==> src/rtl/tsk_dispatch_pkg.sv <==
package tsk_dispatch_pkg;

    // Dispatcher sequencing state
    typedef enum logic {
        DISP_IDLE = 1'b0,
        DISP_RUN  = 1'b1
    } disp_state_e;

    // Index width for a task count, at least one bit
    function automatic int idx_width(input int n);
        return (n > 1) ? $clog2(n) : 1;
    endfunction

endpackage

==> src/rtl/tsk_pend_bank.sv <==
// Pending flags: set by request/force, cleared by host or by launch; set wins.
module tsk_pend_bank #(
    parameter int N_TASK = 8
) (
    input  logic              clk,
    input  logic              rst_n,
    input  logic [N_TASK-1:0] set_i,
    input  logic [N_TASK-1:0] host_clr_i,
    input  logic [N_TASK-1:0] launch_clr_i,
    output logic [N_TASK-1:0] pend_o
);

    typedef struct packed {
        logic [N_TASK-1:0] pend;
    } pend_s;

    pend_s s_d, s_q;

    always_comb begin
        s_d      = s_q;
        s_d.pend = (s_q.pend & ~host_clr_i & ~launch_clr_i) | set_i;
    end

    always_ff @(posedge clk or negedge rst_n) begin
        if (!rst_n) s_q <= '0;
        else        s_q <= s_d;
    end

    assign pend_o = s_q.pend;

endmodule

==> src/rtl/tsk_first_pick.sv <==
// Fixed priority: lowest index wins. Built as a prefix-OR chain.
module tsk_first_pick #(
    parameter int N_TASK = 8,
    localparam int IDW   = tsk_dispatch_pkg::idx_width(N_TASK)
) (
    input  logic [N_TASK-1:0] req_i,
    output logic [N_TASK-1:0] grant_o,
    output logic [IDW-1:0]    gid_o,
    output logic              any_o
);

    logic [N_TASK:0] seen;

    assign seen[0] = 1'b0;

    for (genvar gi = 0; gi < N_TASK; gi++) begin : g_chain
        assign grant_o[gi]  = req_i[gi] & ~seen[gi];
        assign seen[gi + 1] = seen[gi] | req_i[gi];
    end

    assign any_o = seen[N_TASK];

    always_comb begin
        gid_o = '0;
        for (int i = 0; i < N_TASK; i++) begin
            if (grant_o[i]) gid_o = gid_o | IDW'(i);
        end
    end

endmodule

==> src/rtl/tsk_vec_file.sv <==
// Per-task start address registers with one write and one read port.
module tsk_vec_file #(
    parameter int N_TASK = 8,
    parameter int ADDR_W = 16,
    localparam int IDW   = tsk_dispatch_pkg::idx_width(N_TASK)
) (
    input  logic              clk,
    input  logic              rst_n,
    input  logic              we_i,
    input  logic [IDW-1:0]    wr_idx_i,
    input  logic [ADDR_W-1:0] wr_data_i,
    input  logic [IDW-1:0]    rd_idx_i,
    output logic [ADDR_W-1:0] rd_data_o
);

    typedef struct packed {
        logic [N_TASK-1:0][ADDR_W-1:0] vec;
    } vec_s;

    vec_s s_d, s_q;

    always_comb begin
        s_d = s_q;
        if (we_i) s_d.vec[wr_idx_i] = wr_data_i;
    end

    always_ff @(posedge clk or negedge rst_n) begin
        if (!rst_n) s_q <= '0;
        else        s_q <= s_d;
    end

    assign rd_data_o = s_q.vec[rd_idx_i];

endmodule

==> src/rtl/tsk_dispatch.sv <==
// Non-nesting task dispatcher for an accelerator core.
module tsk_dispatch #(
    parameter int N_TASK = 8,
    parameter int ADDR_W = 16,
    localparam int IDW   = tsk_dispatch_pkg::idx_width(N_TASK)
) (
    input  logic              clk,
    input  logic              rst_n,
    input  logic [N_TASK-1:0] irq_req,
    input  logic              vec_we,
    input  logic [IDW-1:0]    vec_idx,
    input  logic [ADDR_W-1:0] vec_wdata,
    input  logic              ier_we,
    input  logic [N_TASK-1:0] ier_wdata,
    input  logic              frc_we,
    input  logic [N_TASK-1:0] frc_wdata,
    input  logic              pclr_we,
    input  logic [N_TASK-1:0] pclr_wdata,
    input  logic              oneshot_en,
    input  logic              stop_exec,
    output logic              launch_valid,
    output logic [IDW-1:0]    launch_id,
    output logic [ADDR_W-1:0] launch_addr,
    output logic              busy,
    output logic [N_TASK-1:0] eot_irq,
    output logic [N_TASK-1:0] ier_o,
    output logic [N_TASK-1:0] pend_o
);

    import tsk_dispatch_pkg::*;

    typedef struct packed {
        disp_state_e       st;
        logic [IDW-1:0]    run_id;
        logic [N_TASK-1:0] ier;
        logic              lv;
        logic [ADDR_W-1:0] laddr;
        logic [N_TASK-1:0] eot;
    } disp_s;

    disp_s s_d, s_q;

    logic [N_TASK-1:0] pend_w;
    logic [N_TASK-1:0] cand_w;
    logic [N_TASK-1:0] grant_w;
    logic [IDW-1:0]    gid_w;
    logic              any_w;
    logic              do_launch;
    logic [N_TASK-1:0] set_w;
    logic [N_TASK-1:0] hclr_w;
    logic [N_TASK-1:0] lclr_w;
    logic [ADDR_W-1:0] vec_rd_w;

    // request lines and software start both set pending flags
    assign set_w  = irq_req | (frc_we ? frc_wdata : '0);
    assign hclr_w = pclr_we ? pclr_wdata : '0;

    // only enabled tasks compete
    assign cand_w    = pend_w & s_q.ier;
    // launch only from idle
    assign do_launch = (s_q.st == DISP_IDLE) && any_w;
    // launched task's flag is dropped
    assign lclr_w    = do_launch ? grant_w : '0;

    tsk_pend_bank #(
        .N_TASK(N_TASK)
    ) u_pend (
        .clk         (clk),
        .rst_n       (rst_n),
        .set_i       (set_w),
        .host_clr_i  (hclr_w),
        .launch_clr_i(lclr_w),
        .pend_o      (pend_w)
    );

    tsk_first_pick #(
        .N_TASK(N_TASK)
    ) u_pick (
        .req_i  (cand_w),
        .grant_o(grant_w),
        .gid_o  (gid_w),
        .any_o  (any_w)
    );

    tsk_vec_file #(
        .N_TASK(N_TASK),
        .ADDR_W(ADDR_W)
    ) u_vec (
        .clk      (clk),
        .rst_n    (rst_n),
        .we_i     (vec_we),
        .wr_idx_i (vec_idx),
        .wr_data_i(vec_wdata),
        .rd_idx_i (gid_w),
        .rd_data_o(vec_rd_w)
    );

    always_comb begin
        s_d     = s_q;
        s_d.lv  = 1'b0;
        s_d.eot = '0;
        if (ier_we) s_d.ier = ier_wdata;

        if (do_launch) begin
            s_d.st     = DISP_RUN;
            s_d.run_id = gid_w;
            s_d.lv     = 1'b1;
            s_d.laddr  = vec_rd_w;
            // one-shot removes the enable of the starting task
            if (oneshot_en) s_d.ier = s_d.ier & ~grant_w;
        end else if ((s_q.st == DISP_RUN) && stop_exec) begin
            // end of task, per-task completion pulse
            s_d.st             = DISP_IDLE;
            s_d.eot[s_q.run_id] = 1'b1;
        end
    end

    always_ff @(posedge clk or negedge rst_n) begin
        if (!rst_n) begin
            s_q    <= '0;
            s_q.st <= DISP_IDLE;
        end else begin
            s_q <= s_d;
        end
    end

    assign launch_valid = s_q.lv;
    assign launch_id    = s_q.run_id;
    assign launch_addr  = s_q.laddr;
    assign busy         = (s_q.st == DISP_RUN);
    assign eot_irq      = s_q.eot;
    assign ier_o        = s_q.ier;
    assign pend_o       = pend_w;

endmodule

==> config.mk <==
export PLATFORM = sky130hd
export DESIGN_NAME = tsk_dispatch
export DESIGN_NICKNAME = d
export VERILOG_FILES = /design/src/rtl/tsk_dispatch_pkg.sv /design/src/rtl/tsk_pend_bank.sv /design/src/rtl/tsk_first_pick.sv /design/src/rtl/tsk_vec_file.sv /design/src/rtl/tsk_dispatch.sv
export SDC_FILE = /design/constraint.sdc
export NUM_CORES = 1
export LEC_CHECK = 0
export BUFFER_PORTS_ARGS = -buffer_cell sky130_fd_sc_hd__buf_2
export CORE_ASPECT_RATIO = 0.6
export CORE_MARGIN = 2
export CORE_UTILIZATION = 40
export DETAILED_ROUTE_END_ITERATION = 6
export PLACE_DENSITY = 0.71
export SYNTH_ARGS = -nofsm -noshare
export SYNTH_HDL_FRONTEND = slang
export SYNTH_SLANG_ARGS = --single-unit
==> constraint.sdc <==
create_clock -name clk -period 2 [get_ports clk]
set_clock_uncertainty 0.1 [all_clocks]
set_input_delay 0.4 -clock clk [delete_from_list [all_inputs] [get_ports clk]]
set_output_delay 0.4 -clock clk [all_outputs]
set_load 0.1 [all_outputs]
## After elaboration in Yosys (flattened, before gate mapping)

Cells that the tools add are included.

| storage, ports and cells | value |
|---|---|
| output and inout bits | 45 |
| register bits after elaboration | 173 |
| input bits | 59 |
| logic and storage cells | 80 |

| cells by class | value |
|---|---|
| multiplexer cells | 24 |
| reduce and logical (&&, ||, !) cells | 5 |
| bitwise gates (word level) | 31 |
| magnitude comparators | 5 |

Operators by type and width:

| cell | count |
|---|---|
| $bwmux W128 | 1 |
| $mux W8 | 7 |
| $bmux W16 S3 | 1 |
| $demux W16 S3 | 1 |
| $and A8 B8 Y8 | 4 |
| $mux W16 | 2 |
| $mux W25 | 1 |
| $not A8 Y8 | 3 |
| $or A8 B8 Y8 | 2 |
| $lt A3 B4 Y1 const B | 3 |
| $mux W3 | 4 |
| $not A1 Y1 | 8 |
| $and A1 B1 Y1 | 7 |
| $or A1 B1 Y1 | 7 |
| $ge A3 B1 Y1 const B | 2 |
| $logic_and A1 B1 Y1 | 4 |
| $mux W1 | 4 |
| $mux W2 | 2 |
| $demux W1 S3 | 1 |
| $reduce_bool A2 Y1 | 1 |

## Logic depth before layout (Yosys ltp)

| logic depth | value |
|---|---|
| word-level depth | 13 |
| gate-level depth with buffers | 8 |
| depth with buffers taken out | 7 |

## Modules after synthesis

From an unflattened synthesis, not the netlist that was laid out.

| unflattened totals | value |
|---|---|
| cells, all modules | 512 |
| area, all modules | 8022.7 µm² |

Modules (own cells, without submodules):

| module | seq. area each (µm²) | cells each | instances | area an instance (µm²) |
|---|---|---|---|---|
| tsk_vec_file | 3203.1 | 336 | 1 | 5926.9 |
| tsk_dispatch | 925.9 | 128 | 1 | 1659.1 |
| tsk_pend_bank | 200.2 | 24 | 1 | 290.3 |
| tsk_first_pick | 0.0 | 24 | 1 | 146.4 |

## Worst setup path after synthesis

No wires, ideal clock.

| path | value |
|---|---|
| path kind | reg-to-reg |
| start | register s_q, in the netlist ier_o[1] |
| end | register s_q, in the netlist launch_addr[11] |
| path buffers | 2 |
| stages on the path, launching flop included | 9 |
| path slack | -0.857 ns |
| required time | 1.768 ns |
| arrival | 2.625 ns |
| setup time | 0.132 ns |
| period minus slack after synthesis | 2.857 ns |
| path through | dfrtp_1 nand2_1 a32o_1 a31o_2 buf_2 buf_2 a21oi_1 o22ai_1 or3b_1 |

| on the way | value |
|---|---|
| word-level cells in the longest chain between the ends | 12 |
| elaborated cells between the ends (all ways) | 31 |
| classes of those cells | mux: 9; bitwise: 21; reduce/logical: 1 |

RTL lines:

| item | line | source |
|---|---|---|
| start, declared | tsk_dispatch.sv:41 | `disp_s s_d, s_q;` |
| $and A8 B8 Y8 * | tsk_dispatch.sv:59 | `assign cand_w = pend_w & s_q.ier;` |
| $or A1 B1 Y1 | tsk_first_pick.sv:18 | `assign seen[gi + 1] = seen[gi] \| req_i[gi];` |
| $or A1 B1 Y1 / $not A1 Y1 (equally long branches) | tsk_first_pick.sv:18, tsk_first_pick.sv:17 |  |
| $not A1 Y1, or another cell as far along | tsk_first_pick.sv:17 | `assign grant_o[gi] = req_i[gi] & ~seen[gi];` |
| $and A1 B1 Y1, or another cell as far along | tsk_first_pick.sv:17 |  |
| $mux W2, or another cell as far along | tsk_first_pick.sv:26 | `if (grant_o[i]) gid_o = gid_o \| IDW'(i);` |
| $mux W3, or another cell as far along (2 in a row) | tsk_first_pick.sv:26 |  |
| $mux W3 / $and A1 B1 Y1 (equally long branches) | tsk_first_pick.sv:26, tsk_first_pick.sv:17 |  |
| $mux W3 | tsk_first_pick.sv:26 |  |
| $bmux W16 S3 | tsk_vec_file.sv:32 | `assign rd_data_o = s_q.vec[rd_idx_i];` |
| $mux W16 (not written as such) | tsk_vec_file.sv:32 |  |

Every way passes the cells marked *; elsewhere a longest branch is shown, timed or not. The select of a mux whose other input is x is not followed.
A chain may end at the register's enable or synchronous reset.

## Worst setup path in the final report

| path | value |
|---|---|
| start | register s_q, in the netlist ier_o[0] |
| end | register s_q, in the netlist launch_addr[10] |

| on the way | value |
|---|---|
| word-level cells in the longest chain between the ends | 12 |
| elaborated cells between the ends (all ways) | 32 |
| classes of those cells | mux: 9; bitwise: 22; reduce/logical: 1 |

RTL lines:

| item | line |
|---|---|
| $and A8 B8 Y8 * | tsk_dispatch.sv:59 |
| $not A1 Y1 / $or A1 B1 Y1 (equally long branches) | tsk_first_pick.sv:17, tsk_first_pick.sv:18 |
| $and A1 B1 Y1, or another cell as far along | tsk_first_pick.sv:17 |
| $mux W1, or another cell as far along | tsk_first_pick.sv:26 |
| $mux W2, or another cell as far along (2 in a row) | tsk_first_pick.sv:26 |
| $mux W3, or another cell as far along (2 in a row) | tsk_first_pick.sv:26 |
| $mux W3 / $and A1 B1 Y1 (equally long branches) | tsk_first_pick.sv:26, tsk_first_pick.sv:17 |
| $mux W3 | tsk_first_pick.sv:26 |
| $bmux W16 S3 | tsk_vec_file.sv:32 |
| $mux W16 (not written as such) | tsk_vec_file.sv:32 |

Marked as above.

==> metrics.md <==
| Metric | Value |
|---|---|
| Fin nets | 844 |
| Vias in the first global route | 6004 |
| Pre-CTS setup slack | -0.326 ns |
| Post-layout util | 0.530 |
| Critical path startpoint category | flip-flop |
| Max IR drop VDD | 720 uV |
| DP Wirelength | 13600 um |
| Initial antenna violation count | 0 |
| Critical path required time | 2.20 ns |
| Violated checks | setup timing |
| Die area | 20300 sq um |
| Setup tns final | -4.44 ns |
| Antenna Diode Count | 0 |
| Clk sinks | 173 |
| Area Overhead vs Synth | 30.5% |
| Fin crit period | 2.25 ns |
| Per-cell routed wire length | 21.1 um |
| Die height | 111 um |
| DRC viols | 0 |
| CTS tree | done |
| CP arrival | 2.45 ns |
| Largest net degree at the start of global routing | 70 |
| Number of buffers added on ports | 103 |
| Final Hold Viols | 0 |
| Grt total ovfl | 0 |
| Yosys warnings | 0 |
| Cells after synthesis | 628 |
| Syn Std Cell Area | 7660 sq um |
| CTS Buffer Depth | 2 |
| CORE AREA | 18900 sq um |
| Via Count | 5894 |
| Initial drt markers | 468 |
| Starting Density | 0.406 |
| Final setup margin | -0.251 ns |
| Max-cap violations | 0 |
| Crit path kind | flip-flop to flip-flop |
| Placer congestion estimate | 0.824 |
| I/O pins | 104 |
| Share of cells above drive strength 1 | 0.511 |
| Status | finished, violations left |
| Delay-heaviest family, CP | simple AND/OR/NAND/NOR gates |
| Routed WL | 22000 um |
| Post-synth EDFFs | 0 |
| Max_slew headroom | 0.652 |
| CP endpoint kind | flip-flop |
| Highest clock rate | 444 MHz |
| H-tree lvl count | 4 |
| Antenna-violating nets left | 0 |
| CTS root buffer | clkbuf_16 |
| Max incr delay on CP | 0.49 ns |
| CTS clk-pin slew, worst paths | 0.07 ns |
| Worst-Margin Slew | 0.525 ns |
| Die Width | 183 um |
| Net Count, Synth | 687 |
| Cell Rows | 39 |
| Period utilization | 1.13 |
| Main synth FF type | dfrtp_1 |
| Async set-reset flop share out of synthesis | 1.00 |
| FF-to-FF setup slack | -0.25 ns |
| Slew Limit Fails | 0 |
| CTS Buf Count | 17 |
| Vias per inst | 5.65 |
| PwrDens | 1170 nW/um^2 |
| LEAKAGE | 4.40 nW |
| Gr usage total | 0.221 |
| Mean cell area of the mapped netlist | 12.2 sq um |
| First-pass GRT wire length | 34300 um |
| Crit path buf inv count | 1 |
| #FFs+latches synth | 173 |
| Worst hold path type | input port to flip-flop |
| Yosys cell types | 40 |
| Pre-antenna DRT Iters | 5 |
| Post-synthesis sequential area ratio | 0.565 |
| Worst-path cell chain | a22oi_4 > nand3_4 > or3_4 > clkbuf_16 > a21oi_1 > o22ai_1 > or3b_1 |
| Setup violators final | 26 |
| Hold slack | 0.0572 ns |
| Max Fanout on Critical Path | 11 |
| Crit-path slowest cell | dfrtp_4 |
| Worst-skew pair later-pin latency | 0.43 ns |
| RSZ-0062 raised after global routing | yes |
where the power goes:
group / leakage (nW) / internal, mW / switching, mW
sequential: 2.07 / 4.27 / 0.463
clock: 0.264 / 1.78 / 1.43
combinational: 2.06 / 1.25 / 2.47
sequential cells by signal, indices dropped and copies added, names as in the netlist:
signal         cells
u_vec.s_q        128
launch_addr       16
eot_irq            8
ier_o              8
u_pend.pend_o      8
launch_id          3
busy               1
launch_valid       1
Yosys cell counts, drive strengths merged, types with 2 or more instances:
cell    count  area share
dfrtp     173        0.56
nand4b      3      0.0034
nand3      22       0.016
a21oi      56       0.037
nand2b      3      0.0024
and2        2      0.0016
nand2      38       0.019
clkbuf     22       0.011
inv         3      0.0015
mux2i       8       0.010
nor3b       2      0.0033
or3b       17       0.019
o21ai      50       0.033
a22oi       3      0.0047
or3         2      0.0016
nor3        8      0.0059
o22ai      15       0.012
a31oi       7      0.0057
nor2       17      0.0083
a211o       5      0.0057
buf        17       0.014
a222oi     15       0.020
mux2      129        0.19
o211ai      2      0.0020
stage by stage:
| stage | std cells | instance area, sq um | power, mW |
|---|---|---|---|
| after detailed placement | 1002 | 9100 | 8.28 |
| after CTS | 1039 | 9840 | 11.6 |
| after floorplan | 628 | 7790 | 7.26 |
| after global routing | 1043 | 10000 | 12.2 |
| after global placement | 1002 | 9100 | 8.20 |
| final | 1043 | 10000 | 11.7 |
worst min-delay path, cell delays in order:
cell and delay (ns):
buf_2 0.07, a21oi_1 0.03, nand2_1 0.05
metal layers:
layer	GRT usage	routed length, um	vias up
met5	0	0	-
met1	0.333	10800	3039
met2	0.322	9580	190
met4	0.0538	199	0
li1	-	-	2645
met3	0.0512	1490	20
final cells by class:
cell class | instances | area, sq um
timing repair buffer | 177 | 1380
sequential | 173 | 4370
multi-input combinational | 413 | 3360
clock buffer | 19 | 453
clock inverter | 12 | 116
tap | 246 | 308
fill | 1621 | 8880
inverter | 3 | 13.8
worst paths after layout:
kind / startpoint / endpoint / depth (start not counted)
max: ier_o[0]$_DFF_PN0_ / launch_addr[10]$_DFFE_PN0P_ / 7
min: irq_req[3] / u_pend.pend_o[3]$_DFF_PN0_ / 3
max reg2reg: ier_o[0]$_DFF_PN0_ / launch_addr[10]$_DFFE_PN0P_ / 7
min reg2reg: u_vec.s_q[57]$_DFFE_PN0P_ / u_vec.s_q[57]$_DFFE_PN0P_ / 1
max in group asynchronous: rst_n / u_vec.s_q[118]$_DFFE_PN0P_ / 3
min in group asynchronous: rst_n / eot_irq[1]$_DFF_PN0_ / 2
kinds of logic after synthesis:
| kind of cell | after synthesis | share of synthesized area |
|---|---|---|
| AOI/OAI and AO/OA | 158 | 0.125 |
| and+or+nand+nor | 118 | 0.0841 |
| muxes | 137 | 0.200 |
| DFF | 173 | 0.565 |
| buffers and inverters | 42 | 0.0261 |
cell usage in the layout, fill, tap and decap left out, drive strengths merged, types with 3 or more instances in the layout:
cell type	count
a211o	5
a21oi	56
a222oi	15
a22oi	3
a31oi	7
buf	174
clkbuf	21
clkinv	5
clkinvlp	5
dfrtp	173
inv	4
mux2	129
mux2i	8
nand2	38
nand2b	3
nand3	22
nand4b	3
nor2	17
nor3	8
o21ai	50
o22ai	15
or3b	17
timing repair:
item / CTS / global route
gates resized for setup: 25 / 24
hold buffers: 1 / 0
gates cloned: 3 / 2
setup endpoints to repair: 29 / 30
hold endpoints to repair: 36 / 0
pin swaps: 5 / 4
buffers inserted: 2 / 2
No activity file was read; power rests on OpenSTA's default activity.
